--- config.mk ---
export PLATFORM = sky130hd
export DESIGN_NAME = clk_rst_seq
export DESIGN_NICKNAME = d
export VERILOG_FILES = /design/src/rtl/clkseq_pkg.sv /design/src/rtl/clkseq_decode.sv /design/src/rtl/clkseq_timer.sv /design/src/rtl/clkseq_fsm.sv /design/src/rtl/clkseq_outdec.sv /design/src/rtl/clk_rst_seq.sv
export SDC_FILE = /design/constraint.sdc
export NUM_CORES = 1
export LEC_CHECK = 0
export BUFFER_PORTS_ARGS = -buffer_cell sky130_fd_sc_hd__clkbuf_2
export CELL_PAD_IN_SITES_DETAIL_PLACEMENT = 0
export CELL_PAD_IN_SITES_GLOBAL_PLACEMENT = 1
export CORE_MARGIN = 2
export CORE_UTILIZATION = 44
export DETAILED_ROUTE_END_ITERATION = 8
export PLACE_DENSITY = 0.76
export RECOVER_POWER = 25
export SYNTH_ARGS = -nofsm -noshare
export SYNTH_HDL_FRONTEND = slang
export SYNTH_SLANG_ARGS = --single-unit
--- constraint.sdc ---
create_clock -name clk -period 3.4 [get_ports clk]
set_clock_uncertainty 0.15 [all_clocks]
set_input_delay 0.68 -clock clk [delete_from_list [all_inputs] [get_ports clk]]
set_output_delay 0.68 -clock clk [all_outputs]
set_load 0.005 [all_outputs]
--- src/rtl/clkseq_pkg.sv ---
package clkseq_pkg;

  typedef enum logic [2:0] {
    ST_IDLE,
    ST_RST_ON,
    ST_WAIT_PRE,
    ST_CLK_ON,
    ST_WAIT_SETTLE,
    ST_RST_OFF,
    ST_CLK_OFF,
    ST_DONE
  } seq_state_t;

  typedef enum logic [1:0] {
    OP_NOP,
    OP_FULL,
    OP_CLK_ONLY,
    OP_GATE_OFF
  } seq_op_t;

  // whole cycles covering a wait given in microseconds, never below one
  function automatic int unsigned us_to_cycles(input longint unsigned hz,
                                               input longint unsigned us);
    longint unsigned c;
    c = (hz * us + 64'd999_999) / 64'd1_000_000;
    if (c == 64'd0) c = 64'd1;
    return c[31:0];
  endfunction

  // counter width able to hold values up to v-1
  function automatic int unsigned bits_for(input int unsigned v);
    return (v < 2) ? 1 : $clog2(v);
  endfunction

  // a peripheral held in reset never counts as running
  function automatic seq_op_t classify(input logic en, input logic gate_run,
                                       input logic in_rst, input logic has_rst);
    logic running;
    running = gate_run && !(has_rst && in_rst);
    if (!en)          return OP_GATE_OFF;
    else if (running) return OP_NOP;
    else if (has_rst) return OP_FULL;
    else              return OP_CLK_ONLY;
  endfunction

endpackage

--- src/rtl/clkseq_decode.sv ---
module clkseq_decode
  import clkseq_pkg::*;
(
  input  logic    req_enable,
  input  logic    gate_running,
  input  logic    periph_in_reset,
  input  logic    has_reset_line,
  output seq_op_t op
);

  always_comb begin
    op = classify(req_enable, gate_running, periph_in_reset, has_reset_line);
  end

endmodule

--- src/rtl/clkseq_timer.sv ---
module clkseq_timer #(
  parameter int unsigned CNT_W = 8
) (
  input  logic             clk,
  input  logic             rst_n,
  input  logic             load,
  input  logic [CNT_W-1:0] load_val,
  output logic             zero
);

  logic [CNT_W-1:0] cnt_q;

  always_ff @(posedge clk) begin
    if (!rst_n)               cnt_q <= '0;
    else if (load)            cnt_q <= load_val;
    else if (cnt_q != '0)     cnt_q <= cnt_q - 1'b1;
  end

  assign zero = (cnt_q == '0);

endmodule

--- src/rtl/clkseq_fsm.sv ---
module clkseq_fsm
  import clkseq_pkg::*;
#(
  parameter int unsigned CNT_W      = 8,
  parameter int unsigned PRE_CYC    = 1,
  parameter int unsigned SETTLE_CYC = 1
) (
  input  logic             clk,
  input  logic             rst_n,
  input  logic             accept,
  input  seq_op_t          op,
  input  logic             timer_zero,
  output seq_state_t       state,
  output logic             tmr_load,
  output logic [CNT_W-1:0] tmr_val
);

  localparam logic [CNT_W-1:0] PRE_LD    = CNT_W'(PRE_CYC - 1);
  localparam logic [CNT_W-1:0] SETTLE_LD = CNT_W'(SETTLE_CYC - 1);

  seq_state_t state_q, state_d;
  logic       full_q;

  always_comb begin
    state_d  = state_q;
    tmr_load = 1'b0;
    tmr_val  = '0;
    case (state_q)
      ST_IDLE: begin
        if (accept) begin
          case (op)
            OP_NOP:      state_d = ST_DONE;
            OP_FULL:     state_d = ST_RST_ON;
            OP_CLK_ONLY: state_d = ST_CLK_ON;
            default:     state_d = ST_CLK_OFF;
          endcase
        end
      end
      ST_RST_ON: begin
        tmr_load = 1'b1;
        tmr_val  = PRE_LD;
        state_d  = ST_WAIT_PRE;
      end
      ST_WAIT_PRE: begin
        if (timer_zero) state_d = ST_CLK_ON;
      end
      ST_CLK_ON: begin
        if (full_q) begin
          tmr_load = 1'b1;
          tmr_val  = SETTLE_LD;
          state_d  = ST_WAIT_SETTLE;
        end else begin
          state_d = ST_DONE;
        end
      end
      ST_WAIT_SETTLE: begin
        if (timer_zero) state_d = ST_RST_OFF;
      end
      ST_RST_OFF: state_d = ST_DONE;
      ST_CLK_OFF: state_d = ST_DONE;
      default:    state_d = ST_IDLE;
    endcase
  end

  always_ff @(posedge clk) begin
    if (!rst_n) begin
      state_q <= ST_IDLE;
      full_q  <= 1'b0;
    end else begin
      state_q <= state_d;
      if (accept) full_q <= (op == OP_FULL);
    end
  end

  assign state = state_q;

endmodule

--- src/rtl/clkseq_outdec.sv ---
module clkseq_outdec
  import clkseq_pkg::*;
(
  input  seq_state_t state,
  output logic       gate_on,
  output logic       gate_off,
  output logic       rst_assert,
  output logic       rst_release,
  output logic       busy,
  output logic       ready,
  output logic       done
);

  assign rst_assert  = (state == ST_RST_ON);
  assign gate_on     = (state == ST_CLK_ON);
  assign rst_release = (state == ST_RST_OFF);
  assign gate_off    = (state == ST_CLK_OFF);
  assign done        = (state == ST_DONE);
  assign busy        = (state != ST_IDLE);
  assign ready       = (state == ST_IDLE);

endmodule

--- src/rtl/clk_rst_seq.sv ---
module clk_rst_seq
  import clkseq_pkg::*;
#(
  parameter int unsigned CLK_HZ    = 250_000_000,
  parameter int unsigned PRE_US    = 100,
  parameter int unsigned SETTLE_US = 10_000
) (
  input  logic clk,
  input  logic rst_n,
  input  logic req_valid,
  input  logic req_enable,
  output logic req_ready,
  input  logic gate_running,
  input  logic periph_in_reset,
  input  logic has_reset_line,
  output logic gate_on,
  output logic gate_off,
  output logic rst_assert,
  output logic rst_release,
  output logic busy,
  output logic done
);

  localparam int unsigned PRE_CYC    = us_to_cycles(64'(CLK_HZ), 64'(PRE_US));
  localparam int unsigned SETTLE_CYC = us_to_cycles(64'(CLK_HZ), 64'(SETTLE_US));
  localparam int unsigned MAX_CYC    = (PRE_CYC > SETTLE_CYC) ? PRE_CYC : SETTLE_CYC;
  localparam int unsigned CNT_W      = bits_for(MAX_CYC);

  // named internal events, visible to the bound checker
  logic             accept;
  seq_op_t          op;
  seq_state_t       state;
  logic             tmr_load;
  logic [CNT_W-1:0] tmr_val;
  logic             timer_zero;

  assign accept = req_valid && req_ready;

  clkseq_decode i_decode (
    .req_enable      (req_enable),
    .gate_running    (gate_running),
    .periph_in_reset (periph_in_reset),
    .has_reset_line  (has_reset_line),
    .op              (op)
  );

  clkseq_fsm #(
    .CNT_W      (CNT_W),
    .PRE_CYC    (PRE_CYC),
    .SETTLE_CYC (SETTLE_CYC)
  ) i_fsm (
    .clk        (clk),
    .rst_n      (rst_n),
    .accept     (accept),
    .op         (op),
    .timer_zero (timer_zero),
    .state      (state),
    .tmr_load   (tmr_load),
    .tmr_val    (tmr_val)
  );

  clkseq_timer #(
    .CNT_W (CNT_W)
  ) i_timer (
    .clk      (clk),
    .rst_n    (rst_n),
    .load     (tmr_load),
    .load_val (tmr_val),
    .zero     (timer_zero)
  );

  clkseq_outdec i_outdec (
    .state       (state),
    .gate_on     (gate_on),
    .gate_off    (gate_off),
    .rst_assert  (rst_assert),
    .rst_release (rst_release),
    .busy        (busy),
    .ready       (req_ready),
    .done        (done)
  );

endmodule

# After elaboration in Yosys (flattened, before gate mapping)
# Index checks and enable logic that the tools add are counted.
# W data, S select, Z words.
# op_classes
n_mux	15
n_reduce_logical	12
n_addsub	1
eq_ne	12
# op_table
cell	n
$mux W22	3
$pmux W22 S2	1
$logic_not A22 Y1	1
$reduce_bool A22 Y1	1
$sub A22 B1 Y22 const B	1
$pmux W3 S6	1
$eq A3 B3 Y1 const B	4
$mux W3	3
$pmux W3 S3	1
$mux W2	4
$eq A3 B2 Y1 const B	2
$ne A2 B1 Y1 const B	3
$eq A3 B1 Y1 const B	1
$logic_and A1 B1 Y1	3
$logic_not A3 Y1	1
$reduce_and A3 Y1	1
$reduce_bool A3 Y1	1
$eq A2 B1 Y1 const B	1
$eq A2 B2 Y1 const B	1
$logic_not A2 Y1	1
$pmux W1 S2	1
$reduce_bool A2 Y1	1
$reduce_or A2 Y1	1
$logic_not A1 Y1	1
$mux W1	1
# word_totals
in_bits	7
output_inout_bits	7
elab_cells	43
reg_bits	26

# Longest topological paths before layout
# Gate-level depths: netlist (run 1).
# logic_depth
ltp_word	9
depth_mapped	7
depth_no_buf	7

# Cells and area by module
# Synthesis (run 1) repeated with hierarchy kept, for this count alone.
# hier_totals
cells_unflattened	212
area_unflattened_um2	1810.5
# by_module_without_submodules
mod	cells_each	instances	area_each_um2	seq_area_each_um2
clkseq_timer	147	1	1285.0	440.4
clkseq_fsm	53	1	442.9	80.1
clkseq_outdec	7	1	56.3	0.0
clkseq_decode	4	1	20.0	0.0
clk_rst_seq	1	1	6.3	0.0

# Worst setup path before layout (run 1)
# OpenSTA, ideal clock, no wires.
# synth_path
kind	flip-flop to flip-flop
from	register i_timer.cnt_q[0]
to	register i_timer.cnt_q[20]
synth_period_minus_slack_ns	2.500
required_time_ns	3.178
stages_incl_launch_ff	8
path_buffers	1
setup_time_ns	0.072
setup_slack_ns	0.900
arrival_ns	2.279
path_cell_list	dfxtp_1 inv_1 ha_1 or4b_2 or4_1 clkbuf_1 nor4b_1 mux2i_1
# synth_between
elab_chain_len	3
elab_cells_between_ends	5
classes_between	add/sub: 1; mux: 2; reduce/logical: 2
# synth_rtl
element	line_no	source
start, declared	clkseq_timer.sv:11	logic [CNT_W-1:0] cnt_q;
start signal, assigned	clkseq_timer.sv:15	else if (load) cnt_q <= load_val;
start signal, assigned	clkseq_timer.sv:16	else if (cnt_q != '0) cnt_q <= cnt_q - 1'b1;
$sub A22 B1 Y22	clkseq_timer.sv:16	
$mux W22	clkseq_timer.sv:16	
$mux W22	clkseq_timer.sv:15	
# Several ways; a longest one is shown, not always the timed one. The select of a mux whose other input is x is not followed.
# A chain may end at the register's enable or synchronous reset.

# Worst setup path in the final report (run 1)
# Ends and elaborated chain as after synthesis.

==> summary.md, run 1 <==
| Metric | Value |
|---|---|
| Synthesis-to-layout area growth | `8.75%` |
| Antenna violations before repair | `0` |
| Syn_nets | `~210` |
| Final setup violation count | `0` |
| Crit Path Category | `flip-flop to flip-flop` |
| Share of the synthesized area in the top cell type | `0.314` |
| DR DRC count | `0` |
| Critical path fanouts, max | `7` |
| Hpwl dp | `3.27 mm` |
| Synth cell types | `just over 50` |
| Root buf cell | `clkbuf_8` |
| F_max | `between 0.3 and 0.4 GHz` |
| Worst Setup SP | `i_timer.cnt_q[0]` |
| Combinational power share | `0.614` |
| Post-synth top area cell | `dfxtp_1` |
| Final Net Count | `223` |
| Clock latency at the later pin of the worst-skew pair | `0.28 ns` |
| Leak Pwr | `~0.71 nW` |
| Die area | `about 4300 um^2` |
| Sequential Power Share | `0.289` |
| Vias after detailed routing | `1647` |
| CTS tree | `built` |
| Number of global-route vias before repair | `about 1500` |
| Final hold vios | `0` |
| Antenna diode count | `0` |
| WP data required | `about 3.5 ns` |
| Die Ht | `65.4 um` |
| PortBufs | `13` |
| Mux contribution to synthesized area | `0.0551` |
| Setup_tns | `0 ns` |
| Synth Area in Simple Gates | `0.288` |
| GR Overflow Total | `0` |
| Core Area | `3630 um^2` |
| Period utilization | `0.801` |
| Initial core utilization | `0.457` |
| R2R Path Start | `i_timer.cnt_q[0]` |
| HP Class | `flip-flop to flip-flop` |
| Top FF cell, synth | `dfxtp_1` |
| Status | `finished, final reports clean` |
| Layout cells sized above 1 | `0.137` |
| Sink Count | `26` |
| I/O pin count | `14` |
| Worst slew pin tran | `about 0.81 ns` |
| Clock power share | `0.097` |
| CP bufs+invs | `1` |
| CTS Buf Count | `3` |
| Data arrival time of the critical path | `about 2.8 ns` |
| Min Clock Period, post-route | `between 2 and 3 ns` |
| Clock-pin slew on the worst setup and hold paths | `~0.10 ns` |
| Ys async rst share | `0` |
| Post-synthesis sequential area ratio | `0.314` |
| GRT Overall Usage | `0.222` |
| P_int | `around 0.0011 W` |
| Post-Syn Instances | `204` |
| Net Sw Frac | `0.498` |
| Adder-cell area share of the yosys netlist | `0.0226` |
| Routed wire length | `approximately 4.4 mm` |
| Startpoint Class | `flip-flop` |
| DRT Pass-1 Iters | `4` |
| Mapped Area | `1660 um^2` |
| Via density | `6.33` |
| GP Congestion | `~0.9` |
| Htree depth | `1` |
| Post-CTS Resized | `0` |
| Power density cells | `around 1200 nW/um^2` |
| Post-synth EDFFs | `0` |
| Post-synthesis xor/xnor area fraction | `0.00528` |
| Max-slew violation count | `0` |
| Compound-Gate Fraction of Synth Area | `0.255` |
| Startpoint of the worst hold path | `i_timer.cnt_q[20]` |
| Setup Fix Bufs, Post-CTS | `0` |
| # hold bufs at CTS | `0` |
| Slowest cell on the critical path | `or4b_2` |
| RSZ-0062 raised after global routing | `false` |
| Critical Path Sink Type | `flip-flop` |
| Layout Utilization | `0.497` |
| Top Family by Delay on Critical Path | `simple AND/OR/NAND/NOR gates` |
| Clock buffer depth | `2` |
| Iter 0 DRT Violations | `129` |
| CP peak stage delay | `~0.66 ns` |
| Switching power of the nets | `approximately 0.0011 W` |
| Largest net degree at the start of global routing | `16` |
| Layout fillers | `around 360` |
| First-pass GRT wire length | `7.37 mm` |
| Yosys reg bits | `26` |
| Post-Syn Area per Cell | `roughly 8 um^2` |
| Synth area leaders | `dfxtp_1, mux2i_1, nand2b_1` |
| IR drop worst, VDD | `~0.39 mV` |
| Routed Antenna Nets | `0` |
| Synth warn | `0` |
| Rows | `22` |
| Crit path cell chain | `inv_1 > ha_1 > or4b_2 > or4_1 > nor4b_1 > mux2i_1` |
| Max-cap violations | `0` |
| Largest family of logic cells by synthesized area | `simple AND/OR/NAND/NOR gates` |
| WL/cell | `between 15 and 20 um` |
| Die W | `between 60 and 70 um` |
| Rel. slew slack | `0.454` |
[worst paths after layout]
check	endpoint	slack (ns)	cells past startpoint
worst max-delay path	i_timer.cnt_q[20]	0.68	6
worst min-delay path	i_timer.cnt_q[20]	0.34	2
worst max register to register	i_timer.cnt_q[20]	0.68	6
worst min register to register	i_timer.cnt_q[20]	0.34	2
[final cells by class]
type	count	area, um^2	area share
multi-input cells	154	1040	0.576
clock buffers	4	55.1	0.0305
well taps	48	60.1	0.0333
repair buffers	16	85.1	0.0472
flip-flops and latches	26	520	0.288
inverters	12	45.0	0.0250
[cell families (layout without fill, tap and decap cells)]
family                     count (synthesis)  after routing
buffers and inverters                     24             32
muxes                                      9              9
xor gates and xnor gates                   1              1
DFF                                       26             26
adders and majority gates                  3              3
AOI/OAI and AO/OA                         58             58
and+or+nand+nor                           83             83
[power groups by stage]
stage | combinational [W] | clock, W | sequential [W]
after global placement | 0.00128 | 0 | 0.000614
after global routing | 0.00147 | 0.000224 | 0.000651
after CTS | 0.00131 | 0.000214 | 0.000620
after floorplan | 0.00107 | 0 | 0.000545
after detailed placement | 0.00131 | 0 | 0.000625
final | 0.00133 | 0.000210 | 0.000625
[tightest hold or removal path, delay by kind of cell, from the launching register on]
family,cells,cell delay (ns)
muxes,1,0.05
DFF,1,0.33
and+or+nand+nor,1,0.06
[cell usage after synthesis, types with 8 or more instances]
cell type  number
dfxtp_1        26
nand2_1        15
inv_1          11
nor2_1         11
o21ai_0        11
nand2b_1       10
a21oi_1         9
clkbuf_1        9
mux2i_1         8
nor4_1          8
[flip-flops by register name, summed over array words and instances (netlist names)]
register       count
i_fsm.state        3
i_timer.cnt_q     22
i_fsm.full_q       1
[stage by stage]
stage               power, W  hold slack, ns  setup WS (ns)  std cells  area [um^2]
CTS                  0.00215           0.335          0.679        260         1810
floorplan            0.00162           0.287          0.900        204         1660
finish               0.00216           0.337          0.676        260         1800
global route         0.00234           0.367          0.561        260         1800
detailed placement   0.00193           0.321          0.700        256         1750
global placement     0.00190           0.302          0.782        256         1750
[placed cells by master (no fill, tap or decap), drive strengths merged, types with 2 or more instances in the layout]
cell type / netlist / routed
a2111o: 2 / 2
a2111oi: 4 / 4
a211oi: 3 / 3
a21oi: 9 / 9
a311oi: 2 / 2
a31oi: 3 / 3
and3: 3 / 3
buf: 2 / 3
clkbuf: 10 / 17
dfxtp: 26 / 26
ha: 3 / 3
inv: 11 / 11
mux2i: 8 / 8
nand2: 15 / 15
nand2b: 10 / 10
nand3: 4 / 4
nor2: 11 / 11
nor2b: 2 / 2
nor3: 7 / 7
nor4: 9 / 9
nor4b: 2 / 2
o211ai: 7 / 7
o21ai: 11 / 11
o311ai: 3 / 3
o31ai: 3 / 3
o41ai: 2 / 2
or2: 4 / 4
or3: 3 / 3
or4: 9 / 9
[per-layer routing]
layer / track usage / part of all wire / vias to the layer above
li1: - / - / 805
met1: 0.307 / 0.46 / 798
met2: 0.366 / 0.49 / 40
met3: 0.0205 / 0.043 / 4
met4: 0.0677 / 0.0077 / 0
met5: 0 / 0 / -
No activity file was read; power rests on OpenSTA's default activity.
==> run 2: changes to the inputs <==
--- a/config.mk
+++ b/config.mk
@@ -5,13 +5,14 @@
 export SDC_FILE = /design/constraint.sdc
 export NUM_CORES = 1
 export LEC_CHECK = 0
+export ABC_AREA = 1
 export BUFFER_PORTS_ARGS = -buffer_cell sky130_fd_sc_hd__clkbuf_2
 export CELL_PAD_IN_SITES_DETAIL_PLACEMENT = 0
 export CELL_PAD_IN_SITES_GLOBAL_PLACEMENT = 1
 export CORE_MARGIN = 2
-export CORE_UTILIZATION = 44
+export CORE_UTILIZATION = 43
 export DETAILED_ROUTE_END_ITERATION = 8
-export PLACE_DENSITY = 0.76
+export PLACE_DENSITY = 0.77
 export RECOVER_POWER = 25
 export SYNTH_ARGS = -nofsm -noshare
 export SYNTH_HDL_FRONTEND = slang
==> constraint.sdc (replaced) <==
create_clock -name clk -period 2.7 [get_ports clk]
set_clock_uncertainty 0.15 [all_clocks]
set_input_delay 0.54 -clock clk [delete_from_list [all_inputs] [get_ports clk]]
set_output_delay 0.54 -clock clk [all_outputs]
set_load 0.005 [all_outputs]
==> summary.md, run 2 <==
| Metric | Value |
|---|---|
| Syn_nets | `~260` |
| CP bufs+invs | `2` |
| Mapped Area | `1760 um^2` |
| Crit Path Category | `flip-flop to flip-flop` |
| Die Ht | `about 68 um` |
| WP data required | `between 2 and 3 ns` |
| Routed wire length | `just over 4 mm` |
| WL/cell | `around 13 um` |
| Data arrival time of the critical path | `around 2.1 ns` |
| Critical path fanouts, max | `8` |
| Crit path cell chain | `inv_1 > ha_1 > nand2_4 > nor2_8 > nand3_1 > nor2_8 > inv_2 > nand3_1 > nor2_1` |
| Root buf cell | `clkbuf_8` |
| Clock buffer depth | `2` |
| Htree depth | `1` |
| Max reg flops | `22` |
| Sink Count | `26` |
| Top Family by Delay on Critical Path | `simple AND/OR/NAND/NOR gates` |
| Period utilization | `0.767` |
| RSZ-0062 raised after global routing | `false` |
| CP peak stage delay | `approximately 0.36 ns` |
| Setup_tns | `0 ns` |
| Clock latency at the later pin of the worst-skew pair | `0.27 ns` |
| F_max | `a little under 0.5 GHz` |
| Initial core utilization | `0.442` |
| Max-slew violation count | `0` |
| Core Area | `~4000 um^2` |
| CTS Buf Count | `3` |
| Final hold vios | `0` |
| DR top layer | `met4` |
| Largest net degree at the start of global routing | `18` |
| Layout Utilization | `0.480` |
| I/O pin count | `14` |
| Antenna diode count | `0` |
| Via density | `about 4.9` |
| Critical Path Sink Type | `flip-flop` |
| Post-CTS Resized | `0` |
| WL met1 | `2.00 mm` |
| DR DRC count | `0` |
| HP Class | `flip-flop to flip-flop` |
| Met2 WL | `approximately 1.9 mm` |
| Most frequent cells in the layout | `nand2_1, nor2_1, inv_1, dfxtp_1, nand3_1` |
| DRT Pass-1 Iters | `4` |
| Share of the synthesized area in the top cell type | `0.297` |
| Rows | `23` |
| Setup slack, reg-to-reg | `approximately 0.63 ns` |
| PortBufs | `13` |
| Largest reg by FF count | `i_timer.cnt_q` |
| Worst Hold End | `i_fsm.full_q` |
| Final setup violation count | `0` |
| Max-cap violations | `0` |
| Most frequent cell after synthesis | `nand2_1` |
| CTS tree | `built` |
| Hpwl dp | `roughly 3.3 mm` |
| Synthesis-to-layout area growth | `8.48%` |
| Die area | `about 4600 um^2` |
| GRT Overall Usage | `0.197` |
| Most common cell after layout, fill and taps aside | `nand2_1` |
| Synth warn | `0` |
| Final Net Count | `280` |
| Routed Antenna Nets | `0` |
| Post-synth top area cell | `dfxtp_1` |
| Rel. slew slack | `0.653` |
| Layout cells sized above 1 | `0.186` |
| GR Overflow Total | `0` |
| Setup Fix Bufs, Post-CTS | `0` |
| Iter 0 DRT Violations | `around 60` |
| Post-synthesis sequential area ratio | `0.297` |
| Status | `finished, final reports clean` |
| Synth cell types | `34` |
| WL met3 | `136 um` |
| Startpoint of the worst hold path | `i_fsm.full_q` |
| Antenna violations before repair | `0` |
| # hold bufs at CTS | `0` |
| Synth top cells by count | `nand2_1, nor2_1, dfxtp_1, inv_1, nand3_1` |
| Synth area leaders | `dfxtp_1, nand2_1, nor2_1` |
| Post-Syn Instances | `between 200 and 300` |
| Reg2reg end | `i_timer.cnt_q[20]` |
| Min Clock Period, post-route | `just over 2 ns` |
| First-pass GRT wire length | `around 6.9 mm` |
| Worst path depth | `9` |
| Number of global-route vias before repair | `approximately 1400` |
| Ys async rst share | `0` |
| Post-synth EDFFs | `0` |
| Startpoint Class | `flip-flop` |
| Post-Syn Area per Cell | `6.91 um^2` |
| Top FF cell, synth | `dfxtp_1` |
| Yosys reg bits | `26` |
| Worst slew pin tran | `0.520 ns` |
| Hold path depth | `2` |
| Vias after detailed routing | `1574` |
| R2R Path Start | `i_timer.cnt_q[0]` |
| Reg2reg path depth | `9` |
| Clock-pin slew on the worst setup and hold paths | `~0.090 ns` |
| Slowest cell on the critical path | `nand3_1` |
| Die W | `just under 70 um` |
| Layout fillers | `about 420` |
| GP Congestion | `around 0.79` |
run 2: cell types whose count changed in the layout (fill, tap and decap cells not counted), moves of 5 or more:
| cell | delta |
|---|---|
| nand3_1 | +19 |
| inv_1 | +15 |
| nand2_1 | +37 |
| nor2_2 | +7 |
| nor4_1 | -8 |
| o211ai_1 | -6 |
| nand4_1 | +5 |
| nand2b_1 | -10 |
| nor2_1 | +27 |
| mux2i_1 | -8 |
| nor2_4 | +7 |
| or4_1 | -7 |
run 2: per-layer routing:
metal | vias to the layer above | track usage
li1 | 849 | -
met1 | 697 | 0.283
met2 | 24 | 0.322
met3 | 4 | 0.0197
met4 | 0 | 0.0400
met5 | - | 0
run 2: kinds of logic after synthesis:
family	after synthesis	share of synthesized area
simple gates	153	0.460
buf+inv	34	0.0848
compound gates	33	0.113
flops	26	0.297
xor+xnor	5	0.0249
fa+ha+maj	3	0.0214
run 2: tightest hold or removal path, cell delays in order, from the launching register on:
cell and delay, ns:
dfxtp_1 0.34, inv_1 0.08, a21oi_1 0.06
run 2: area by class of cell:
class / instances / area, um^2 / share of cell area
multi-input combinational: 194 / 1070 / 0.562
sequential: 26 / 520 / 0.273
inverter: 32 / 130 / 0.0683
timing repair buffer: 13 / 65.1 / 0.0342
tap: 50 / 62.6 / 0.0329
clock buffer: 4 / 55.1 / 0.0289
run 2: how the worst max path moves through the flow:
stage / slack (ns) / to / startpoint
global placement: 0.95 / i_timer.cnt_q[20] / i_timer.cnt_q[0]
finish: 0.63 / i_timer.cnt_q[20] / i_timer.cnt_q[0]
floorplan: 1.08 / i_timer.cnt_q[20] / i_timer.cnt_q[0]
detailed placement: 0.92 / i_timer.cnt_q[17] / i_timer.cnt_q[0]
CTS: 0.79 / gate_off / i_fsm.state[2]
global route: 0.40 / i_timer.cnt_q[20] / i_timer.cnt_q[0]
run 2: through the flow:
step | hold WS [ns] | std cells | instance area, um^2 | worst slack (ns)
2_1_floorplan | 0.329 | 254 | 1760 | 1.08
3_3_place_gp | 0.358 | 315 | 1860 | 0.948
3_5_place_dp | 0.365 | 315 | 1860 | 0.916
4_1_cts | 0.378 | 319 | 1920 | 0.795
5_1_grt | 0.402 | 319 | 1900 | 0.400
6_report | 0.370 | 319 | 1900 | 0.630
Power of run 2 is left out: the tool's default activity adds up to more than one toggle a clock period on the data nets, which glitch-free logic cannot reach.
==> run 3: changes to the inputs <==
--- a/config.mk
+++ b/config.mk
@@ -10,9 +10,9 @@
 export CELL_PAD_IN_SITES_DETAIL_PLACEMENT = 0
 export CELL_PAD_IN_SITES_GLOBAL_PLACEMENT = 1
 export CORE_MARGIN = 2
-export CORE_UTILIZATION = 43
+export CORE_UTILIZATION = 39
 export DETAILED_ROUTE_END_ITERATION = 8
-export PLACE_DENSITY = 0.77
+export PLACE_DENSITY = 0.74
 export RECOVER_POWER = 25
 export SYNTH_ARGS = -nofsm -noshare
 export SYNTH_HDL_FRONTEND = slang
==> constraint.sdc (replaced) <==
create_clock -name clk -period 1.65 [get_ports clk]
set_clock_uncertainty 0.15 [all_clocks]
set_input_delay 0.33 -clock clk [delete_from_list [all_inputs] [get_ports clk]]
set_output_delay 0.33 -clock clk [all_outputs]
set_load 0.005 [all_outputs]
==> summary.md, run 3 (same netlist as run 2, synthesis figures left out) <==
| Metric | Value |
|---|---|
| Iter 0 DRT Violations | `65` |
| Clock latency at the later pin of the worst-skew pair | `approximately 0.28 ns` |
| Most frequent cells in the layout | `nand2_1, nor2_1, inv_1` |
| Startpoint of the worst hold path | `req_valid` |
| Hpwl dp | `~3.5 mm` |
| F_max | `0.629 GHz` |
| Rows | `24` |
| I/O pin count | `14` |
| GRT Overall Usage | `0.188` |
| Largest reg by FF count | `i_timer.cnt_q` |
| GP Congestion | `between 0.8 and 0.9` |
| RSZ-0062 raised after global routing | `true` |
| CTS Buf Count | `3` |
| Worst Hold End | `i_fsm.full_q` |
| WP data required | `between 1 and 1.5 ns` |
| Largest net degree at the start of global routing | `18` |
| Worst slew pin tran | `0.321 ns` |
| Top Family by Delay on Critical Path | `flip-flops` |
| Die W | `71.1 um` |
| Root buf cell | `clkbuf_8` |
| Max-slew violation count | `0` |
| Final Net Count | `~300` |
| Core Area | `roughly 4400 um^2` |
| DR DRC count | `0` |
| Max reg flops | `22` |
| First-pass GRT wire length | `between 7 and 8 mm` |
| Critical Path Sink Type | `output port` |
| Die area | `between 5000 and 6000 um^2` |
| Setup slack, reg-to-reg | `0.08 ns` |
| Hold path depth | `3` |
| Routed wire length | `4.40 mm` |
| Status | `finished, final reports clean` |
| Htree depth | `1` |
| CP peak stage delay | `0.36 ns` |
| Data arrival time of the critical path | `about 1.1 ns` |
| Layout cells sized above 1 | `0.339` |
| Clock-pin slew on the worst setup and hold paths | `about 0.10 ns` |
| GR Overflow Total | `0` |
| # hold bufs at CTS | `0` |
| WL/cell | `13.0 um` |
| Sink Count | `26` |
| Layout fillers | `roughly 450` |
| Clock buffer depth | `2` |
| Number of global-route vias before repair | `around 1600` |
| Final setup violation count | `0` |
| Period utilization | `0.964` |
| CP bufs+invs | `2` |
| Worst Setup SP | `i_fsm.state[1]` |
| PortBufs | `13` |
| Initial core utilization | `0.403` |
| Die Ht | `71.1 um` |
| Final worst-path setup slack | `0.0593 ns` |
| Routed Antenna Nets | `0` |
| HP Class | `input port to flip-flop` |
| R2R Path Start | `i_fsm.state[1]` |
| Startpoint Class | `flip-flop` |
| Antenna violations before repair | `0` |
| Antenna diode count | `0` |
| Slowest cell on the critical path | `dfxtp_2` |
| Min Clock Period, post-route | `1.59 ns` |
| Reg2reg end | `i_timer.cnt_q[1]` |
| Via density | `about 5` |
| Reg2reg path depth | `9` |
| Final hold vios | `0` |
| Crit Path Category | `flip-flop to output port` |
| Synthesis-to-layout area growth | `23.4%` |
| CTS tree | `built` |
| Crit path cell chain | `inv_1 > nand2_1 > nor2_4 > clkbuf_2` |
| Rel. slew slack | `0.785` |
| Most common cell after layout, fill and taps aside | `nand2_1` |
| Vias after detailed routing | `approximately 1700` |
| Pre-CTS setup slack | `-0.0473 ns` |
| Max-cap violations | `0` |
| Worst path depth | `4` |
| Critical path fanouts, max | `4` |
| DRT Pass-1 Iters | `4` |
[run 3: cell types whose count changed in the layout (fill, tap and decap cells not counted), moves of 3 or more]
cell / change
nand2_2: +5
dfxtp_4: +3
dfxtp_1: -11
nor2_4: +9
buf_4: +17
inv_1: -3
dfxtp_2: +8
nand2_1: -5
nor2_1: -8
[run 3: worst register-to-register path, cell delays in order (launching register included)]
cell and delay, ns:
dfxtp_2 0.38, inv_1 0.09, nand2_1 0.12, nor2_4 0.06
inv_4 0.11, nand2_8 0.09, inv_8 0.12, o21ai_0 0.10
o21ai_0 0.19, inv_1 0.06
[run 3: worst max path at each step]
stage                                    to  slack (ns)
after CTS                              busy        0.02
after global routing       i_timer.cnt_q[3]      -0.009
final                            rst_assert        0.06
after global placement     i_timer.cnt_q[1]       0.001
after detailed placement   i_timer.cnt_q[1]       -0.05
after floorplan           i_timer.cnt_q[20]        0.03
[run 3: metal layers]
metal,global-route usage,vias to the layer above,share of wire
li1,-,889,-
met1,0.270,748,0.49
met2,0.298,39,0.45
met3,0.0171,4,0.048
met4,0.0608,0,0.0098
met5,0,-,0
[run 3: layout make-up]
cell class | count | area, um^2 | share of cell area
Timing Repair Buffer | 30 | 193 | 0.0890
Multi-Input combinational cell | 194 | 1180 | 0.544
Tap cell | 52 | 65.1 | 0.0300
Sequential cell | 26 | 542 | 0.250
Clock buffer | 4 | 55.1 | 0.0254
Inverter | 32 | 133 | 0.0612
[run 3: repair_timing]
item	in CTS	in global routing
setup endpoints to repair	3	23
gates resized for setup	4	39
setup buffers	0	3
pin swaps	0	10
endpoints found under the hold margin	0	0
[run 3: stage by stage]
step	TNS [ns]	hold WS (ns)	instances	util	cell area, um^2
final	0	0.157	338	0.497	2170
after global placement	0	0.348	331	0.453	1970
after detailed placement	-0.0473	0.349	331	0.453	1970
after CTS	0	0.161	335	0.468	2040
after global routing	-0.0241	0.199	338	0.497	2170
after floorplan	0	0.300	254	-	1760
Power of run 3 is left out for the same reason.
